## src/rtl/perf_counter_pkg.sv

```systemverilog
package perf_counter_pkg;

  localparam int CNT_W         = 32;
  localparam int SEL_W         = 8;
  localparam int NUM_EVT_CNT   = 2;
  localparam int NUM_SLOTS     = NUM_EVT_CNT + 1;   // event counters first, cycle counter last
  localparam int NUM_CODES     = 1 << SEL_W;
  localparam int CTRL_W        = 32;
  localparam int ADDR_W        = $clog2(NUM_SLOTS + 1);

  localparam logic [SEL_W-1:0] NO_EVENT = '1;

  // control word layout
  localparam int RUN_BIT     = 0;
  localparam int CLR_EVT_BIT = 1;
  localparam int CLR_CYC_BIT = 2;
  localparam int DIV_BIT     = 3;
  localparam int IE_LSB      = 4;
  localparam int FLAG_LSB    = 8;
  localparam int SEL_LSB     = 12;
  localparam int SEL_MSB     = SEL_LSB + NUM_EVT_CNT * SEL_W - 1;

  localparam logic [ADDR_W-1:0] CTRL_ADDR     = ADDR_W'(0);
  localparam logic [ADDR_W-1:0] CYC_ADDR      = ADDR_W'(1);
  localparam int                EVT_BASE_ADDR = 2;

  typedef struct packed {
    logic                 clrEvt;
    logic                 clrCyc;
    logic [NUM_SLOTS-1:0] wrCnt;
  } dpStrobes_t;

  typedef struct packed {
    logic                                run;
    logic                                divide;
    logic [NUM_EVT_CNT-1:0][SEL_W-1:0]   sel;
  } dpConfig_t;

  function automatic logic [ADDR_W-1:0] slotAddr(input int slot);
    if (slot == NUM_EVT_CNT) return CYC_ADDR;
    return ADDR_W'(EVT_BASE_ADDR + slot);
  endfunction

endpackage

```

## src/rtl/perf_counter_slot.sv

```systemverilog
module perf_counter_slot #(
  parameter int CNT_W = 32
) (
  input  logic             clk,
  input  logic             rstN,
  input  logic             loadEn,
  input  logic [CNT_W-1:0] loadVal,
  input  logic             clearEn,
  input  logic             incEn,
  output logic [CNT_W-1:0] count,
  output logic             wrap
);

  logic [CNT_W-1:0] countQ;

  always_ff @(posedge clk or negedge rstN) begin
    if (!rstN)        countQ <= '0;
    else if (loadEn)  countQ <= loadVal;
    else if (clearEn) countQ <= '0;
    else if (incEn)   countQ <= countQ + CNT_W'(1);
  end

  assign count = countQ;
  assign wrap  = incEn && !loadEn && !clearEn && (&countQ);

  assert_load_R1: assert property (@(posedge clk) disable iff (!rstN)
    loadEn |=> countQ == $past(loadVal));

  assert_clear_R3: assert property (@(posedge clk) disable iff (!rstN)
    (clearEn && !loadEn) |=> countQ == '0);

  assert_step_R5: assert property (@(posedge clk) disable iff (!rstN)
    (incEn && !loadEn && !clearEn) |=> countQ == $past(countQ) + CNT_W'(1));

endmodule

```

## src/rtl/perf_datapath.sv

```systemverilog
module perf_datapath
  import perf_counter_pkg::*;
#(
  parameter int DIV_LOG2 = 6
) (
  input  logic                             clk,
  input  logic                             rstN,
  input  dpStrobes_t                       strobes,
  input  dpConfig_t                        cfg,
  input  logic [CNT_W-1:0]                 wrData,
  input  logic [NUM_CODES-1:0]             eventPulses,
  output logic [NUM_SLOTS-1:0][CNT_W-1:0]  counts,
  output logic [NUM_SLOTS-1:0]             wrapPulse
);

  localparam int CYC_SLOT = NUM_EVT_CNT;

  logic [DIV_LOG2-1:0] divPhase;
  logic                divTick;
  logic                cycInc;

  // divide-by-2^DIV_LOG2 phase, restarted by the cycle reset strobe
  always_ff @(posedge clk or negedge rstN) begin
    if (!rstN)                divPhase <= '0;
    else if (strobes.clrCyc)  divPhase <= '0;
    else if (cfg.run)         divPhase <= divPhase + DIV_LOG2'(1);
  end

  assign divTick = &divPhase;
  assign cycInc  = cfg.run && (!cfg.divide || divTick);

  for (genvar s = 0; s < NUM_SLOTS; s++) begin : g_slot
    logic incS;
    logic clrS;
    if (s < NUM_EVT_CNT) begin : g_evt
      assign incS = cfg.run && (cfg.sel[s] != NO_EVENT) && eventPulses[cfg.sel[s]];
      assign clrS = strobes.clrEvt;
    end else begin : g_cyc
      assign incS = cycInc;
      assign clrS = strobes.clrCyc;
    end

    perf_counter_slot #(.CNT_W(CNT_W)) u_cnt (
      .clk     (clk),
      .rstN    (rstN),
      .loadEn  (strobes.wrCnt[s]),
      .loadVal (wrData),
      .clearEn (clrS),
      .incEn   (incS),
      .count   (counts[s]),
      .wrap    (wrapPulse[s])
    );

    assert_halt_hold_R2: assert property (@(posedge clk) disable iff (!rstN)
      (!cfg.run && !strobes.wrCnt[s] && !strobes.clrEvt && !strobes.clrCyc)
      |=> $stable(counts[s]));
  end

  assert_divide_gap_R4: assert property (@(posedge clk) disable iff (!rstN)
    (cfg.divide && !divTick && !strobes.clrCyc && !strobes.wrCnt[CYC_SLOT])
    |=> $stable(counts[CYC_SLOT]));

  assert_no_event_sel_R6: assert property (@(posedge clk) disable iff (!rstN)
    (cfg.sel[0] == NO_EVENT && !strobes.wrCnt[0] && !strobes.clrEvt)
    |=> $stable(counts[0]));

endmodule

```

## src/rtl/perf_ctrl.sv

```systemverilog
module perf_ctrl
  import perf_counter_pkg::*;
(
  input  logic                 clk,
  input  logic                 rstN,
  input  logic                 regWrEn,
  input  logic [ADDR_W-1:0]    regAddr,
  input  logic [CTRL_W-1:0]    regWrData,
  input  logic [NUM_SLOTS-1:0] wrapPulse,
  output dpStrobes_t           strobes,
  output dpConfig_t            cfg,
  output logic [CTRL_W-1:0]    ctrlWord,
  output logic                 irqOut
);

  logic                              ctrlWr;
  logic                              runQ;
  logic                              divideQ;
  logic [NUM_SLOTS-1:0]              ieQ;
  logic [NUM_SLOTS-1:0]              flagQ;
  logic [NUM_SLOTS-1:0]              flagClr;
  logic [NUM_SLOTS-1:0]              flagNext;
  logic [NUM_EVT_CNT-1:0][SEL_W-1:0] selQ;
  logic                              unusedRsvd;

  assign ctrlWr = regWrEn && (regAddr == CTRL_ADDR);

  assign flagClr  = ctrlWr ? regWrData[FLAG_LSB +: NUM_SLOTS] : '0;
  assign flagNext = (flagQ & ~flagClr) | wrapPulse;   // a new wrap beats a clear

  always_ff @(posedge clk or negedge rstN) begin
    if (!rstN) begin
      runQ    <= 1'b0;
      divideQ <= 1'b0;
      ieQ     <= '0;
      flagQ   <= '0;
      for (int i = 0; i < NUM_EVT_CNT; i++) selQ[i] <= NO_EVENT;
    end else begin
      flagQ <= flagNext;
      if (ctrlWr) begin
        runQ    <= regWrData[RUN_BIT];
        divideQ <= regWrData[DIV_BIT];
        ieQ     <= regWrData[IE_LSB +: NUM_SLOTS];
        for (int i = 0; i < NUM_EVT_CNT; i++)
          selQ[i] <= regWrData[SEL_LSB + i*SEL_W +: SEL_W];
      end
    end
  end

  always_comb begin
    strobes.clrEvt = ctrlWr && regWrData[CLR_EVT_BIT];
    strobes.clrCyc = ctrlWr && regWrData[CLR_CYC_BIT];
    for (int s = 0; s < NUM_SLOTS; s++)
      strobes.wrCnt[s] = regWrEn && (regAddr == slotAddr(s));
  end

  always_comb begin
    cfg.run    = runQ;
    cfg.divide = divideQ;
    cfg.sel    = selQ;
  end

  always_comb begin
    ctrlWord = '0;
    ctrlWord[RUN_BIT]                = runQ;
    ctrlWord[DIV_BIT]                = divideQ;
    ctrlWord[IE_LSB +: NUM_SLOTS]    = ieQ;
    ctrlWord[FLAG_LSB +: NUM_SLOTS]  = flagQ;
    for (int i = 0; i < NUM_EVT_CNT; i++)
      ctrlWord[SEL_LSB + i*SEL_W +: SEL_W] = selQ[i];
  end

  assign irqOut = |(flagQ & ieQ);

  // reserved write bits are dropped
  assign unusedRsvd = &{1'b0, regWrData[7], regWrData[11], regWrData[CTRL_W-1:SEL_MSB+1]};

  for (genvar s = 0; s < NUM_SLOTS; s++) begin : g_flagChk
    assert_wrap_sets_R7: assert property (@(posedge clk) disable iff (!rstN)
      wrapPulse[s] |=> flagQ[s]);

    assert_flag_sticky_R8: assert property (@(posedge clk) disable iff (!rstN)
      (flagQ[s] && !(ctrlWr && regWrData[FLAG_LSB + s])) |=> flagQ[s]);

    assert_w1c_clears_R8: assert property (@(posedge clk) disable iff (!rstN)
      (ctrlWr && regWrData[FLAG_LSB + s] && !wrapPulse[s]) |=> !flagQ[s]);
  end

  assert_irq_masked_R9: assert property (@(posedge clk) disable iff (!rstN)
    (ctrlWr && regWrData[IE_LSB +: NUM_SLOTS] == '0) |=> !irqOut);

  assert_strobe_src_R3: assert property (@(posedge clk) disable iff (!rstN)
    (strobes.clrEvt || strobes.clrCyc) |-> (regWrEn && regAddr == CTRL_ADDR));

endmodule

```

## src/rtl/perf_counter_unit.sv

```systemverilog
module perf_counter_unit
  import perf_counter_pkg::*;
#(
  parameter int DIV_LOG2 = 6
) (
  input  logic                  clk,
  input  logic                  rstN,
  input  logic                  regWrEn,
  input  logic [ADDR_W-1:0]     regAddr,
  input  logic [CTRL_W-1:0]     regWrData,
  output logic [CTRL_W-1:0]     regRdData,
  input  logic [NUM_CODES-1:0]  eventPulses,
  output logic                  irqOut
);

  dpStrobes_t                      strobes;
  dpConfig_t                       cfg;
  logic [CTRL_W-1:0]               ctrlWord;
  logic [NUM_SLOTS-1:0][CNT_W-1:0] counts;
  logic [NUM_SLOTS-1:0]            wrapPulse;

  perf_ctrl u_ctrl (
    .clk       (clk),
    .rstN      (rstN),
    .regWrEn   (regWrEn),
    .regAddr   (regAddr),
    .regWrData (regWrData),
    .wrapPulse (wrapPulse),
    .strobes   (strobes),
    .cfg       (cfg),
    .ctrlWord  (ctrlWord),
    .irqOut    (irqOut)
  );

  perf_datapath #(.DIV_LOG2(DIV_LOG2)) u_dp (
    .clk         (clk),
    .rstN        (rstN),
    .strobes     (strobes),
    .cfg         (cfg),
    .wrData      (regWrData),
    .eventPulses (eventPulses),
    .counts      (counts),
    .wrapPulse   (wrapPulse)
  );

  always_comb begin
    regRdData = ctrlWord;
    for (int s = 0; s < NUM_SLOTS; s++)
      if (regAddr == slotAddr(s)) regRdData = counts[s];
  end

endmodule

```

## config.mk

```make
export PLATFORM = sky130hd
export DESIGN_NAME = perf_counter_unit
export DESIGN_NICKNAME = d
export VERILOG_FILES = /design/src/rtl/perf_counter_pkg.sv /design/src/rtl/perf_counter_slot.sv /design/src/rtl/perf_datapath.sv /design/src/rtl/perf_ctrl.sv /design/src/rtl/perf_counter_unit.sv
export SDC_FILE = /design/constraint.sdc
export NUM_CORES = 1
export LEC_CHECK = 0
export CORE_AREA = 2 2 181 148
export DETAILED_ROUTE_END_ITERATION = 8
export DIE_AREA = 0 0 183 150
export PLACE_DENSITY = 0.83
export SLEW_MARGIN = 25
export SYNTH_ARGS = -nofsm -noshare
export SYNTH_HDL_FRONTEND = slang
export SYNTH_HIERARCHICAL = 1
export SYNTH_SLANG_ARGS = --single-unit
```

## constraint.sdc

```tcl
create_clock -name clk -period 4.3 [get_ports clk]
set_clock_uncertainty 0.05 [all_clocks]
set_input_delay 0.86 -clock clk [delete_from_list [all_inputs] [get_ports clk]]
set_output_delay 0.86 -clock clk [all_outputs]
set_load 0.01 [all_outputs]
```

* After elaboration in Yosys (flattened, before gate mapping)
Cells that the tools add are included.
Storage, ports and cells: register bits 126, bits of input ports 293, output and inout port bits 33, word-level logic and storage cells 81
Operators by class: $add $sub $neg 4, $lt $le $gt $ge 2, equal/unequal tests 5, mux-type cells 19, bitwise operators 4, reduce and logical (&&, ||, !) cells 37
Operators with widths (number):
- $mux 32 | 12
- $add 32x1->32 const B | 3
- $reduce_and 32->1 | 3
- $logic_and 1x1->1 | 20
- $lt 8x9->1 const B | 2
- $bmux 1 s8 | 2
- $ne 8x8->1 const B | 2
- $mux 6 | 2
- $reduce_bool 3->1 | 3
- $add 6x1->6 const B | 1
- $and 3x3->3 | 2
- $logic_not 1->1 | 6
- $reduce_and 6->1 | 1
- $eq 2x2->1 const B | 2
- $mux 3 | 1
- $not 3->3 | 1
- $or 3x3->3 | 1
- $reduce_or 3->1 | 1
- $eq 2x1->1 const B | 1
- $logic_not 2->1 | 1
- $mux 1 | 2
- $reduce_bool 2->1 | 1
- $logic_or 1x1->1 | 1

* Logic depth before layout (Yosys ltp)
depth after elaboration 7, depth in mapped cells 16, mapped depth without buffers 11

* Modules after synthesis
Netlist, hierarchy kept.
By module, submodules not included:
- perf_counter_slot | times used 3, cells each 228, area each 1960.6 µm², seq. area each 800.8 µm²
- perf_datapath | times used 1, cells each 406, area each 4748.3 µm², seq. area each 150.1 µm²
- perf_ctrl | times used 1, cells each 91, area each 1217.4 µm², seq. area each 620.6 µm²
- perf_counter_unit | times used 1, cells each 39, area each 814.5 µm², seq. area each 0.0 µm²

* Worst setup path before layout
Ideal clock, no wire load.
kind register -> register, start register u_ctrl.selQ (netlist bit u_ctrl/cfg[9]), end register u_dp.g_slot[1].u_cnt.countQ[28], setup time 127 ps, data arrival time 3310 ps, data required time 4123 ps, slack 814 ps, cell stages (with the launch flop) 15, path buffers 4, period minus slack after synthesis 3486 ps, cell sequence dfstp_2 buf_4 buf_4 buf_2 buf_2 nor3_1 nor4_1 nor4b_1 a2111o_1 o31ai_1 nand3_1 or4_1 nor4_4 xnor2_1 o21ai_2
On the way: longest elaborated chain between the ends 4, elaborated cells between the ends (all ways) 6, those cells by class eq/ne (1); mux (2); reduce/logical (3)
Ends and longest elaborated chain:
- start, declared | line perf_ctrl.sv:23 | logic [NUM_EVT_CNT-1:0][SEL_W-1:0] selQ;
- start signal, assigned by index | line perf_ctrl.sv:45 | selQ[i] <= regWrData[SEL_LSB + i*SEL_W +: SEL_W];
- $bmux 1 s8 / $ne 8x8->1 (equally long branches) | line perf_datapath.sv:36 | assign incS = cfg.run && (cfg.sel[s] != NO_EVENT) && eventPulses[cfg.sel[s]];
- $mux 1 (not written as such) / $logic_and 1x1->1 (equally long branches) | line perf_datapath.sv:36
- $logic_and 1x1->1 (*) | line perf_datapath.sv:36
- net u_dp.g_slot[1].incS | line perf_datapath.sv:33 | logic incS;
- $reduce_bool 3->1 (no line) (*)
- end signal, assigned | line perf_counter_slot.sv:18 | else if (loadEn) countQ <= loadVal;
- end signal, assigned | line perf_counter_slot.sv:20 | else if (incEn) countQ <= countQ + CNT_W'(1);
- end, declared | line perf_counter_slot.sv:14 | logic [CNT_W-1:0] countQ;
Mark *: on every way through the listed nets, which the timed path passes. The rest lies on a longest branch. The select of a mux whose other input is x is not followed. A chain may end at the register's enable or synchronous reset.

* Worst setup path in the final report
start register u_ctrl.selQ (netlist bit u_ctrl/cfg[8]), end register u_ctrl.flagQ[1]
On the way: longest elaborated chain between the ends 7, elaborated cells between the ends (all ways) 9, those cells by class eq/ne (1); mux (2); bitwise (1); reduce/logical (5)
Ends and longest elaborated chain:
- $bmux 1 s8 / $ne 8x8->1 (equally long branches) | line perf_datapath.sv:36
- $mux 1 (not written as such) / $logic_and 1x1->1 (equally long branches) | line perf_datapath.sv:36
- $logic_and 1x1->1 (*) | line perf_datapath.sv:36
- net u_dp.g_slot[1].incS | line perf_datapath.sv:33
- $logic_and 1x1->1 (*) (3 in series) | line perf_counter_slot.sv:24 | assign wrap = incEn && !loadEn && !clearEn && (&countQ);
- net wrapPulse[1] | line perf_counter_unit.sv:20 | logic [NUM_SLOTS-1:0] wrapPulse;
- $or 3x3->3 (*) | line perf_ctrl.sv:29 | assign flagNext = (flagQ & ~flagClr) | wrapPulse;
- net u_ctrl.flagNext[1] | line perf_ctrl.sv:22 | logic [NUM_SLOTS-1:0] flagNext;
- end signal, assigned | line perf_ctrl.sv:39 | flagQ <= flagNext;
- end, declared | line perf_ctrl.sv:20 | logic [NUM_SLOTS-1:0] flagQ;
Marked as above.

==> impl_results.md <==
* Fin crit share at 96.98%
* Mapped cell area at 12,660 µm²
* Share of the synthesized area in the top cell type at 26.32%
* R2R setup slack at between 0.1 and 0.15 ns
* Compound-cell area share of the yosys netlist at between 10% and 20%
* Leak at between 6 and 7 nW
* Net Sw Frac at 38.45%
* Clock power frac at 22.9%
* Headroom to the max-slew limit at a little under half
* #FFs+latches synth at 126
* Sequential power share at 33.1%
* Max Cap Viol at 0
* Vias in the first global route at 12.57k
* Most common cell in the synthesized netlist: nand2_1
* Post-Synth Simple-Gate Area at 18.78%
* Clock tree buffer depth at 2
* TritonCTS buffer count at 17
* Post-synthesis cell count at approximately 1.2k
* Placed insts at 1,828
* Clock transition at the registers of the reported paths at about 0.060 ns
* Worst path max stage delay at 0.83 ns
* Clk Latency, worst-skew pair at 0.42 ns
* Crit start category: register
* Cell taking the most area after synthesis: mux4_2
* EDFF count, synth at 0
* Drt pass-1 iters at 5
* CTS tree: yes
* GRT overflow at 0
* Comb pwr share at 44.0%
* Via count at 12.75k
* Final instance area at between 15,000 and 20,000 µm²
* Pre-CTS setup slack at -0.04063 ns
* Most frequent CP cell: buf_4
* Least-Margin Pin Slew at 0.7950 ns
* First-pass GRT wire length at 75,650 µm
* GPL Wtd Cong at roughly 0.97
* Placed Instance Area at 16,120 µm²
* Initial DRC count at 1,691
* H-tree levels at 4
* Die W at between 150 and 200 µm
* Hold slack final at 0.4427 ns
* CTS root buf: clkbuf_16
* DRC viols at 0
* Initial antenna violation count at 0
* Synth Area in Adders at 0.3953%
* Cell Pwr Density at roughly 360 nW/µm²
* Area Growth Syn to Fin at 32.06%
* Largest family of logic cells by synthesized area: multiplexers
* Clock sinks at 126
* WL final at 50,460 µm
* Final net count at 1,816
* Min-Delay Path Class: in2async
* Starting Density at between 40% and 50%
* Post-Synth XOR/XNOR Area at 5.464%
* Core area at 25,730 µm²
* ANT nets after route at 0
* Std-Cell Rows at 53
* Cells along the critical path: buf_4, mux2i_1, a221oi_1, a21oi_1, o21ai_0, a31oi_1, o31ai_1, buf_4, nand3_1, or4_1, nor4_1, a21o_1
* Die ar. at roughly 27,000 µm²
* Outcome: complete, no violations
* Worst Path Arrival at 4.48 ns
* Worst setup margin at 0.1298 ns
* Fraction of layout cells with a size suffix above 1 at 21.41%
* Final hold violation count at 0
* Power Internal at 3.710 mW
* DR vias/cell at a little under 7
* Number of diodes at 0
* I/O Buffers at 325
* Synth cell count leaders: nand2_1, mux4_2, dfrtp_1, o21ai_0, nand3_1
* Die Span Y at 150 µm
* Delay-heaviest family, CP: compound AO/OA/AOI/OAI gates
* Total power at 6.027 mW
* Detailed-route wire length per cell at 27.10 µm
* Synth area leaders: mux4_2, dfrtp_1, nand2_1
* Final Non-Filler Cells at 1,862
* Post-synthesis cell type count at 78
* Setup crit end kind: register
* P_sw at 2.317 mW
* CP Buf/Inv Count at 2
* FFs w/ async S/R, synth at 100.0%
* Max frequency at 239.8 MHz
* RSZ-0062 raised after global routing: no
* Ports at 326
* Post-synth top flop: dfrtp_1
* Tot GR Track Use at 36.73%
* Final min period at roughly 4.2 ns
* Finish-stage setup viols at 0
* Critical Path Slowest Stage Cell: dfstp_4
* Pin count of the biggest net entering global routing at 57
* Footprint of the multi-input gates at 8693 µm²
* Detail Placement HPWL at 39,960 µm
* Max Slew Vio Count at 0
* WS Path Type: reg2reg
* Max VDD drop at 233.4 µV
* Syn_area_per_cell at between 10 and 15 µm²
* Mux cell area share after synthesis at 33.63%
* Required @ worst endpoint at ~4.6 ns
* Filler cells at roughly 2.1k
* Synthesis Warnings at 6
* Crit-path max FO at 17
* Reg area at 3188 µm²
* Seq/Total Area, Yosys at about a quarter
==> power groups by stage <==
stage / Sequential [mW] / Clock, mW / Combinational [mW]
global placement: 2.00 / 0 / 2.50
finish: 1.99 / 1.38 / 2.65
CTS: 1.99 / 1.39 / 2.56
global route: 2.02 / 1.46 / 2.79
detailed placement: 2.01 / 0 / 2.55
floorplan: 1.68 / 0 / 1.80
==> registers in the layout, summed over array words and instances (netlist names) <==
register	flops
u_ctrl/divideQ	1
u_ctrl/runQ	1
u_dp/g_slot.u_cnt/count	96
u_dp/divPhase	6
u_ctrl/flagQ	3
u_ctrl/ieQ	3
u_ctrl/cfg	16
==> worst register-to-register path, cell delays in order (launching register included) <==
cell      delay [ns]
dfstp_4         0.83
buf_4           0.28
mux2i_1         0.10
a221oi_1        0.48
a21oi_1         0.17
o21ai_0         0.22
a31oi_1         0.17
o31ai_1         0.25
buf_4           0.17
nand3_1         0.13
or4_1           0.65
nor4_1          0.48
a21o_1          0.13
==> final cells by class <==
cell class | instances | share of cell area [%]
inverters | 14 | 0.3143
repair buffers | 389 | 22.81
well taps | 330 | 2.469
multi-input cells | 971 | 51.99
clock inverters | 12 | 0.6809
clock buffers | 20 | 2.671
flip-flops and latches | 126 | 19.07
==> cell usage in the layout (no fill, tap or decap), types with 5 or more instances in the layout <==
master / count
and3_1: 13
clkbuf_16: 17
clkdlybuf4s50_1: 323
nor2b_1: 13
mux2_2: 32
a31oi_1: 10
o311ai_0: 9
conb_1: 8
dfstp_2: 12
or4_1: 6
and4_1: 6
o211ai_1: 5
buf_4: 58
nor3_1: 45
nor2_1: 38
nand4_1: 28
a21o_1: 5
nand2_1: 163
dfrtp_1: 110
inv_1: 14
mux4_2: 148
a21oi_1: 26
nor4_1: 17
a221oi_1: 10
o22ai_1: 6
o21ai_1: 6
clkinvlp_4: 7
mux2i_1: 50
xor2_1: 36
nand3_1: 66
nor3_2: 6
buf_12: 7
o21ai_0: 78
xnor2_1: 43
o31ai_1: 8
or3_1: 5
a211oi_1: 5
==> per-layer routing <==
layer / vias up / part of all wire, % / GRT usage, %
met4: 0 / 3.7 / 12.40
li1: 5349 / - / -
met2: 1023 / 46 / 58.13
met3: 145 / 12 / 9.832
met5: - / 0 / 0
met1: 6237 / 38 / 49.21
==> path summary, 6_finish.rpt <==
path,cells after the start,to,from
setup / recovery,12,u_ctrl/flagQ[1],u_ctrl/cfg[8]
hold / removal,1,u_dp/g_slot[0].u_cnt/count[30],rstN
setup reg to reg,12,u_ctrl/flagQ[1],u_ctrl/cfg[8]
hold reg to reg,1,u_ctrl/ieQ[0],u_ctrl/ieQ[0]
max in group asynchronous,2,u_dp/g_slot[0].u_cnt/count[2],rstN
min in group clk,1,u_ctrl/ieQ[0],u_ctrl/ieQ[0]
==> stage by stage <==
step / util [%] / TNS, ns
3_5_place_dp: 62.65 / -0.04063
4_1_cts: 64.83 / 0
5_1_grt: 64.99 / 0
6_report: 64.99 / 0
2_1_floorplan: - / 0
3_3_place_gp: 62.65 / -0.05987
==> cells by family (layout without fill, tap and decap cells) <==
logic type | count (synthesis) | after routing
compound gates | 200 | 200
xor+xnor | 79 | 79
fa+ha+maj | 4 | 4
buf+inv | 130 | 435
flops | 126 | 126
mux | 233 | 233
other cells | 1 | 8
simple gates | 447 | 447
==> timing repair <==
| item | CTS | global route |
|---|---|---|
| setup endpoints to repair | 0 | 25 |
| resized for setup | 0 | 1 |
| hold buffers | 0 | 0 |
| buffers inserted | 0 | 2 |
Note: power is estimated with default switching activity, not from simulation.
